--- config.mk ---
export PLATFORM = sky130hd
export DESIGN_NAME = irq_window_regs
export DESIGN_NICKNAME = d
export VERILOG_FILES = /design/src/rtl/irqw_pkg.sv /design/src/rtl/irqw_sel_decode.sv /design/src/rtl/irqw_entry_bank.sv /design/src/rtl/irq_window_regs.sv
export SDC_FILE = /design/constraint.sdc
export NUM_CORES = 2
export LEC_CHECK = 0
export BUFFER_PORTS_ARGS = -buffer_cell sky130_fd_sc_hd__buf_2
export CORE_AREA = 3 3 645 647
export CTS_BUF_LIST = sky130_fd_sc_hd__clkbuf_4 sky130_fd_sc_hd__clkbuf_8
export CTS_CLUSTER_DIAMETER = 150
export DETAILED_ROUTE_END_ITERATION = 8
export DIE_AREA = 0 0 648 650
export PLACE_DENSITY = 0.32
export SLEW_MARGIN = 20
export SYNTH_ARGS = -nofsm -noshare
export SYNTH_HDL_FRONTEND = slang
export SYNTH_HIERARCHICAL = 1
export SYNTH_SLANG_ARGS = --single-unit
export TNS_END_PERCENT = 30
--- constraint.sdc ---
create_clock -name clk -period 7.5 [get_ports clk]
set_input_delay 1.125 -clock clk [delete_from_list [all_inputs] [get_ports clk]]
set_output_delay 1.125 -clock clk [all_outputs]
set_load 0.02 [all_outputs]
--- src/rtl/irqw_pkg.sv ---
package irqw_pkg;

   // Bus offsets (low 8 address bits only)
   localparam logic [7:0] OFS_SELECT = 8'h00;
   localparam logic [7:0] OFS_WINDOW = 8'h10;

   // Window indices held in the select register
   localparam logic [31:0] IDX_ID       = 32'h0000_0000;
   localparam logic [31:0] IDX_VER      = 32'h0000_0001;
   localparam logic [31:0] IDX_ARB      = 32'h0000_0002;
   localparam logic [31:0] IDX_TBL_BASE = 32'h0000_0010;

   // Routing entry fields the block itself touches
   localparam int RIRR_BIT = 14;
   localparam int MASK_BIT = 16;
   localparam int ENTRY_W  = 64;
   localparam int HALF_W   = 32;

   localparam logic [ENTRY_W-1:0] ENTRY_RST = 64'h1 << MASK_BIT;

   typedef enum logic [2:0] {
      TGT_NONE,
      TGT_ID,
      TGT_VER,
      TGT_ARB,
      TGT_TBL
   } win_tgt_e;

   typedef enum logic [1:0] {
      SZ_1B = 2'd0,
      SZ_2B = 2'd1,
      SZ_4B = 2'd2,
      SZ_8B = 2'd3
   } acc_size_e;

endpackage

--- src/rtl/irqw_sel_decode.sv ---
module irqw_sel_decode
   import irqw_pkg::*;
#(
   parameter int PINS = 24,
   localparam int IDXW = (PINS > 1) ? $clog2(PINS) : 1
)(
   input  logic [7:0]      addr,
   input  logic [31:0]     sel,
   output logic            at_select,
   output logic            at_window,
   output win_tgt_e        tgt,
   output logic [IDXW-1:0] tbl_idx,
   output logic            tbl_upper,
   output logic            tbl_in_range
);

   logic [31:0] tbl_off;
   logic [30:0] full_idx;

   assign at_select = (addr == OFS_SELECT);
   assign at_window = (addr == OFS_WINDOW);

   assign tbl_off   = sel - IDX_TBL_BASE;
   assign full_idx  = tbl_off[31:1];
   assign tbl_upper = sel[0];
   assign tbl_idx   = full_idx[IDXW-1:0];

   always_comb begin
      tbl_in_range = 1'b0;
      if (sel == IDX_ID) begin
         tgt = TGT_ID;
      end else if (sel == IDX_VER) begin
         tgt = TGT_VER;
      end else if (sel == IDX_ARB) begin
         tgt = TGT_ARB;
      end else if (sel >= IDX_TBL_BASE) begin
         tgt = TGT_TBL;
         tbl_in_range = ({1'b0, full_idx} < 32'(PINS));
      end else begin
         tgt = TGT_NONE;
      end
   end

endmodule

--- src/rtl/irqw_entry_bank.sv ---
module irqw_entry_bank
   import irqw_pkg::*;
#(
   parameter int PINS = 24,
   localparam int IDXW = (PINS > 1) ? $clog2(PINS) : 1
)(
   input  logic               clk,
   input  logic               rst_n,
   input  logic               we,
   input  logic               upper,
   input  logic [IDXW-1:0]    idx,
   input  logic [HALF_W-1:0]  wdata,
   input  logic [PINS-1:0]    rirr_set,
   output logic [ENTRY_W-1:0] entries [PINS]
);

   for (genvar gi = 0; gi < PINS; gi++) begin : g_entry
      logic hit;
      assign hit = we && (idx == IDXW'(gi));

      always_ff @(posedge clk or negedge rst_n) begin
         if (!rst_n) begin
            entries[gi] <= ENTRY_RST;
         end else if (hit && upper) begin
            entries[gi][ENTRY_W-1:HALF_W] <= wdata;
            if (rirr_set[gi]) entries[gi][RIRR_BIT] <= 1'b1;
         end else if (hit) begin
            entries[gi][HALF_W-1:0] <= wdata & ~(32'h1 << RIRR_BIT);
         end else if (rirr_set[gi]) begin
            entries[gi][RIRR_BIT] <= 1'b1;
         end
      end

      // a lower-half write leaves the remote-IRR bit clear
      p_lo_clears_rirr_r7 : assert property (@(posedge clk) disable iff (!rst_n)
         (hit && !upper) |=> !entries[gi][RIRR_BIT]);

      // an upper-half write keeps the lower half (remote-IRR aside)
      p_up_keeps_lo_r7 : assert property (@(posedge clk) disable iff (!rst_n)
         (hit && upper) |=> ($stable(entries[gi][RIRR_BIT-1:0]) &&
                             $stable(entries[gi][HALF_W-1:RIRR_BIT+1])));

      // a set pulse without a lower write raises the bit
      p_rirr_set_r7 : assert property (@(posedge clk) disable iff (!rst_n)
         (rirr_set[gi] && !(hit && !upper)) |=> entries[gi][RIRR_BIT]);
   end

endmodule

--- src/rtl/irq_window_regs.sv ---
module irq_window_regs
   import irqw_pkg::*;
#(
   parameter int          PINS    = 24,
   parameter logic [7:0]  VERSION = 8'h11,
   localparam int         IDXW    = (PINS > 1) ? $clog2(PINS) : 1
)(
   input  logic                   clk,
   input  logic                   rst_n,
   input  logic [7:0]             bus_addr,
   input  logic                   bus_wr_en,
   input  logic                   bus_rd_en,
   input  logic [1:0]             bus_size,
   input  logic [31:0]            bus_wdata,
   output logic [31:0]            bus_rdata,
   input  logic [PINS-1:0]        pend_req,
   input  logic [PINS-1:0]        rirr_set,
   output logic [PINS*ENTRY_W-1:0] tbl_flat,
   output logic                   half_wr_stb,
   output logic [IDXW-1:0]        half_wr_idx,
   output logic                   half_wr_upper,
   output logic                   reeval_stb
);

   // Elaboration-time parameter checks
   if (PINS < 1 || PINS > 256) begin : g_bad_pins
      $error("irq_window_regs: PINS must be 1..256 so PINS-1 fits 8 bits");
   end

   localparam logic [7:0] MAX_PIN = 8'(PINS - 1);

   logic [31:0]     sel_q;
   logic [3:0]      id_q;
   logic            at_select, at_window;
   win_tgt_e        tgt;
   logic [IDXW-1:0] tbl_idx;
   logic            tbl_upper, tbl_in_range;
   logic            size_ok, wr_ok, win_wr, tbl_we;
   logic [ENTRY_W-1:0] entries [PINS];
   logic [ENTRY_W-1:0] cur_entry;

   irqw_sel_decode #(.PINS(PINS)) u_dec (
      .addr        (bus_addr),
      .sel         (sel_q),
      .at_select   (at_select),
      .at_window   (at_window),
      .tgt         (tgt),
      .tbl_idx     (tbl_idx),
      .tbl_upper   (tbl_upper),
      .tbl_in_range(tbl_in_range)
   );

   assign size_ok = (bus_size == SZ_4B) || (bus_size == SZ_8B);
   assign wr_ok   = bus_wr_en && size_ok;
   assign win_wr  = wr_ok && at_window;
   assign tbl_we  = win_wr && (tgt == TGT_TBL) && tbl_in_range;

   // Select and ID registers
   always_ff @(posedge clk or negedge rst_n) begin
      if (!rst_n) begin
         sel_q <= '0;
         id_q  <= '0;
      end else begin
         if (wr_ok && at_select) sel_q <= bus_wdata;
         if (win_wr && tgt == TGT_ID) id_q <= bus_wdata[27:24];
      end
   end

   irqw_entry_bank #(.PINS(PINS)) u_bank (
      .clk     (clk),
      .rst_n   (rst_n),
      .we      (tbl_we),
      .upper   (tbl_upper),
      .idx     (tbl_idx),
      .wdata   (bus_wdata),
      .rirr_set(rirr_set),
      .entries (entries)
   );

   for (genvar gi = 0; gi < PINS; gi++) begin : g_flat
      assign tbl_flat[gi*ENTRY_W +: ENTRY_W] = entries[gi];
   end

   // Write notification strobes
   always_ff @(posedge clk or negedge rst_n) begin
      if (!rst_n) begin
         half_wr_stb   <= 1'b0;
         half_wr_idx   <= '0;
         half_wr_upper <= 1'b0;
         reeval_stb    <= 1'b0;
      end else begin
         half_wr_stb <= tbl_we;
         reeval_stb  <= tbl_we && pend_req[tbl_idx];
         if (tbl_we) begin
            half_wr_idx   <= tbl_idx;
            half_wr_upper <= tbl_upper;
         end
      end
   end

   // Read path
   assign cur_entry = tbl_in_range ? entries[tbl_idx] : '0;

   always_comb begin
      bus_rdata = '0;
      if (bus_rd_en) begin
         if (at_select) begin
            bus_rdata = sel_q;
         end else if (at_window) begin
            unique case (tgt)
               TGT_VER:         bus_rdata = {8'h00, MAX_PIN, 8'h00, VERSION};
               TGT_ID, TGT_ARB: bus_rdata = {4'h0, id_q, 24'h0};
               TGT_TBL:         bus_rdata = tbl_upper ? cur_entry[ENTRY_W-1:HALF_W]
                                                      : cur_entry[HALF_W-1:0];
               default:         bus_rdata = '0;
            endcase
         end
      end
   end

   // narrow writes change neither select nor ID nor the table
   p_narrow_drop_r2 : assert property (@(posedge clk) disable iff (!rst_n)
      (bus_wr_en && !size_ok) |=> ($stable(sel_q) && $stable(id_q) && !half_wr_stb));

   // writes to the arbitration index never change the ID
   p_arb_ro_r4 : assert property (@(posedge clk) disable iff (!rst_n)
      (win_wr && tgt == TGT_ARB) |=> $stable(id_q));

   // an out-of-range table write raises no strobe
   p_oob_drop_r6 : assert property (@(posedge clk) disable iff (!rst_n)
      (win_wr && tgt == TGT_TBL && !tbl_in_range) |=> !half_wr_stb);

   // the strobe lasts a single cycle for a single write
   p_stb_pulse_r8 : assert property (@(posedge clk) disable iff (!rst_n)
      (half_wr_stb && !$past(tbl_we, 2)) |=> !half_wr_stb || $past(tbl_we));

   // re-evaluation only comes with a write strobe
   p_reeval_r9 : assert property (@(posedge clk) disable iff (!rst_n)
      reeval_stb |-> half_wr_stb);

   // no read means zero data
   p_idle_rdata_r1 : assert property (@(posedge clk) disable iff (!rst_n)
      !bus_rd_en |-> (bus_rdata == 32'h0));

endmodule

==> results.json <==
{
  "gr-total-overflow": 0,
  "insertion_delay_ps": 1090,
  "placed_area_um2": 87700,
  "power_per_cell_area_nw_per_um2": 205,
  "vias_per_cell": 4.36,
  "htree_num_levels": 5,
  "synth_area_um2": 72300,
  "path_cells": "inv_4 > ha_1 > or4_1 > a21oi_1 > nand4_1 > nor3b_1 > o211ai_1 > and4b_1 > and4bb_1 > and4_4 > buf_4 > o21ai_0 > nor4_2 > buf_4 > a221o_1 > buf_2",
  "grt_setup_unrepaired": "no",
  "xor_xnor_fraction_of_synth_area_pct": 0.0606,
  "cts_tree": "yes",
  "netlist_instances": 4610,
  "grt_max_degree": 157,
  "drtAntennaViolNets": 0,
  "postSynth.asyncResetShare_pct": 100,
  "worst-path-max-fanout": 14,
  "cts_root_buffer": "clkbuf_8",
  "timing_worst_slew_pin_value_ps": 1220,
  "synth_fp_nets": 4705,
  "gp_congestion": 0.811,
  "design.portCount": 1670,
  "numPlacedInstances": 11458,
  "die_width_um": 648,
  "irDropWorstVdd_mv": 0.116,
  "finalSetupTns_ps": 0,
  "worst_path_largest_cell_delay_ps": 540,
  "relSlewSlack_pct": 18.9,
  "critPathMostFrequentCell": "buf_4",
  "drc_violation_count_after_routing": 0,
  "detailed_place_hpwl_um": 371000,
  "track_usage_pct": 22.9,
  "startpoint_type": "register",
  "final_period_utilization_pct": 92.7,
  "layout.cell_area.non_filler_um2": 94800,
  "timing_hold_violations_final": 0,
  "clock.fmax_mhz": 144,
  "portBuffers": 1668,
  "predominant_post_synthesis_flop_cell": "dfrtp_1",
  "cts.repair_timing.setup_buffer_count": 0,
  "simple_gate_share_of_the_synthesized_area_pct": 2.45,
  "grt_first_pass_wirelength_um": 634000,
  "setup_viol_count_final": 0,
  "fin_hold_ws_ps": 135,
  "detailroute.wirelength.met3_um": 37100,
  "synthesis.area_per_instance_um2": 15.7,
  "routed_wire_length_per_instance_um": 41.2,
  "p_leak_uw": 0.0485,
  "crit_required_ps": 6380,
  "timing.setup.critical_path_class": "reg -> out",
  "synth_compound_area_share_pct": 2.52,
  "die_h_um": 650,
  "worst-endpoint-arrival_ps": 5830,
  "reg2regPathDepth": 14,
  "r2r_slack_ps": 1540,
  "cap_viol_max_count": 0,
  "core_region_area_um2": 410000,
  "clk_path_buf_depth": 4,
  "initial_antenna_violation_count": 52,
  "num-nets-final": 6441,
  "final_core_util_pct": 23.1,
  "post-route-min-period_ps": 6950,
  "r2r_start": "sel_q[4]$_DFFE_PN0P_",
  "fin_skew_ps": 117,
  "area_growth_syn_to_layout_pct": 31.2,
  "seq_cells_post_synth": 1580,
  "cts_made_buffers": 335,
  "cts-hold-fix-buffers": 0,
  "ys_types": 75,
  "detailedRoute.firstIterationViolations": 3358,
  "clock-sinks": 1580,
  "routed_vias": 52608,
  "drive_above_1_share_pct": 68.0,
  "synthesis.yosys.warnings": 6,
  "topRoutingLayerUsed": "met5",
  "via_count_of_the_first_global_routing_pass": 55356,
  "synthDominantCellAreaShare_pct": 53.9,
  "critical-path-slowest-cell": "and4_4",
  "effective_utilization_at_floorplan_pct": 17.6,
  "worstHoldPathType": "in -> async",
  "dominant_combinational_cell_family_by_area_after_synthesis": "multiplexers",
  "die_area_um2": 421000,
  "row_count": 235,
  "endpoint_kind": "primary output",
  "layout.cells.non_filler": 12056,
  "outcome": "finished, final reports clean",
  "rr_endpoint": "u_bank/entries[969]$_DFFE_PN0P_",
  "netlist_top_cells_area": "dfrtp_1 54%, mux2_2 24%, mux4_2 12%",
  "synth.mux.area_fraction_pct": 37.2,
  "synth-edff-count": 0,
  "synth_fa_ha_area_share_pct": 0.0173,
  "cts.reportedPaths.clkPinSlew_ps": 50,
  "detailedRoute.firstPassIterationCount": 5,
  "routedLengthMet1_um": 186000,
  "slew_viol_final": 0,
  "routed_wirelength_um": 497000,
  "met2RoutedLength_um": 254000,
  "synth_area_leader_cell": "dfrtp_1",
  "share_of_the_yosys_chip_area_belonging_to_registers_pct": 54.8
}
repair_timing:
item                                    4_1_cts  5_1_grt
hold endpoints to repair                      0        0
pin swaps                                     0        0
endpoints found under the setup margin        4        1
resized for setup                             1        1
critical path, delay by kind of cell (launching register included):
kind                     cells  cell delay (ps)
AO/OA/AOI/OAI                4              640
buffers and inverters        4              790
flip-flops                   1              450
adder cells (fa/ha/maj)      1              380
AND/OR/NAND/NOR              7             2460
registers in the layout, indices dropped and copies added (netlist names):
| register | flops |
|---|---|
| u_bank/entries | 1536 |
| half_wr_idx | 5 |
| half_wr_upper | 1 |
| id_q | 4 |
| reeval_stb | 1 |
| sel_q | 32 |
| half_wr_stb | 1 |
Yosys cell counts, drive strengths merged, types with 4 or more instances:
cell and n:
and3 8, o21ai 16, nand3b 11, nand2 59
nor4 20, a211oi 24, or3b 4, buf 236
a2111oi 10, nand3 32, nor3b 5, nor2b 34
a21oi 35, inv 7, nor3 32, o31ai 4
a221o 22, o22ai 63, mux2 1558, dfrtp 1556
clkbuf 224, mux2i 51, o22a 5, nor2 49
and2 7, dfstp 24, nand4 11, o21a 19
mux4 391, nand4b 4, xnor2 4, a211o 8
o221ai 16, o211ai 6, a22oi 11
area by class of cell:
class                           instances  area (µm²)
Fill cell                           43704      315000
Sequential cell                      1580       39600
Multi-Input combinational cell       2562       31000
Timing Repair Buffer                 1859       10300
Tap cell                             5451        6820
Clock buffer                          530        6500
Clock inverter                         45         512
Antenna cell                           21        52.6
Inverter                                8        35.0
layer usage:
| layer | GRT usage [%] | vias up |
|---|---|---|
| li1 | - | 20985 |
| met4 | 7.82 | 2 |
| met5 | 0 | - |
| met2 | 41.0 | 1984 |
| met3 | 6.42 | 507 |
| met1 | 25.9 | 29130 |
placed cells by master (no fill, tap or decap), types with 23 or more instances in the layout:
cell type,count
nand3_1,23
buf_4,180
mux2_2,1530
mux2_1,28
a21oi_1,35
nor2_1,35
o22ai_1,55
buf_12,32
clkbuf_4,127
buf_2,1645
nand2_1,45
mux4_2,391
dfstp_2,24
dfrtp_1,1552
nor2b_1,33
mux2i_1,51
a211oi_1,24
clkbuf_8,403
through the flow:
stage | total power [µW] | setup slack [ps]
finish | 19400 | 548
global route | 20200 | 150
CTS | 19800 | 122
detailed placement | 9560 | 1100
global placement | 9550 | 991
floorplan | 8980 | 3150
cells by family (layout without fill, tap and decap cells):
| logic type | after synthesis | in the layout |
|---|---|---|
| adder cells (fa/ha/maj) | 1 | 1 |
| flip-flops | 1580 | 1580 |
| buffers and inverters | 468 | 2442 |
| AND/OR/NAND/NOR | 306 | 306 |
| AO/OA/AOI/OAI | 250 | 250 |
| multiplexers | 2000 | 2000 |
| XOR/XNOR | 5 | 5 |
| other | 0 | 21 |
worst max-delay path by stage:
stage | endpoint | cells past startpoint | start | slack, ps
floorplan | bus_rdata[24] | 15 | sel_q[4]$_DFFE_PN0P_ | 3150
global placement | bus_rdata[22] | 16 | sel_q[4]$_DFFE_PN0P_ | 990
detailed placement | bus_rdata[22] | 16 | sel_q[4]$_DFFE_PN0P_ | 1100
CTS | bus_rdata[22] | 16 | sel_q[4]$_DFFE_PN0P_ | 120
global route | bus_rdata[3] | 15 | sel_q[4]$_DFFE_PN0P_ | 150
finish | bus_rdata[22] | 16 | sel_q[4]$_DFFE_PN0P_ | 550
power breakdown:
part / total [µW] / switching (µW) / internal [µW]
clock: 10000 / 4430 / 5610
sequential: 8560 / 19.0 / 8540
combinational: 816 / 656 / 160
(Power assumes the default switching activity.)
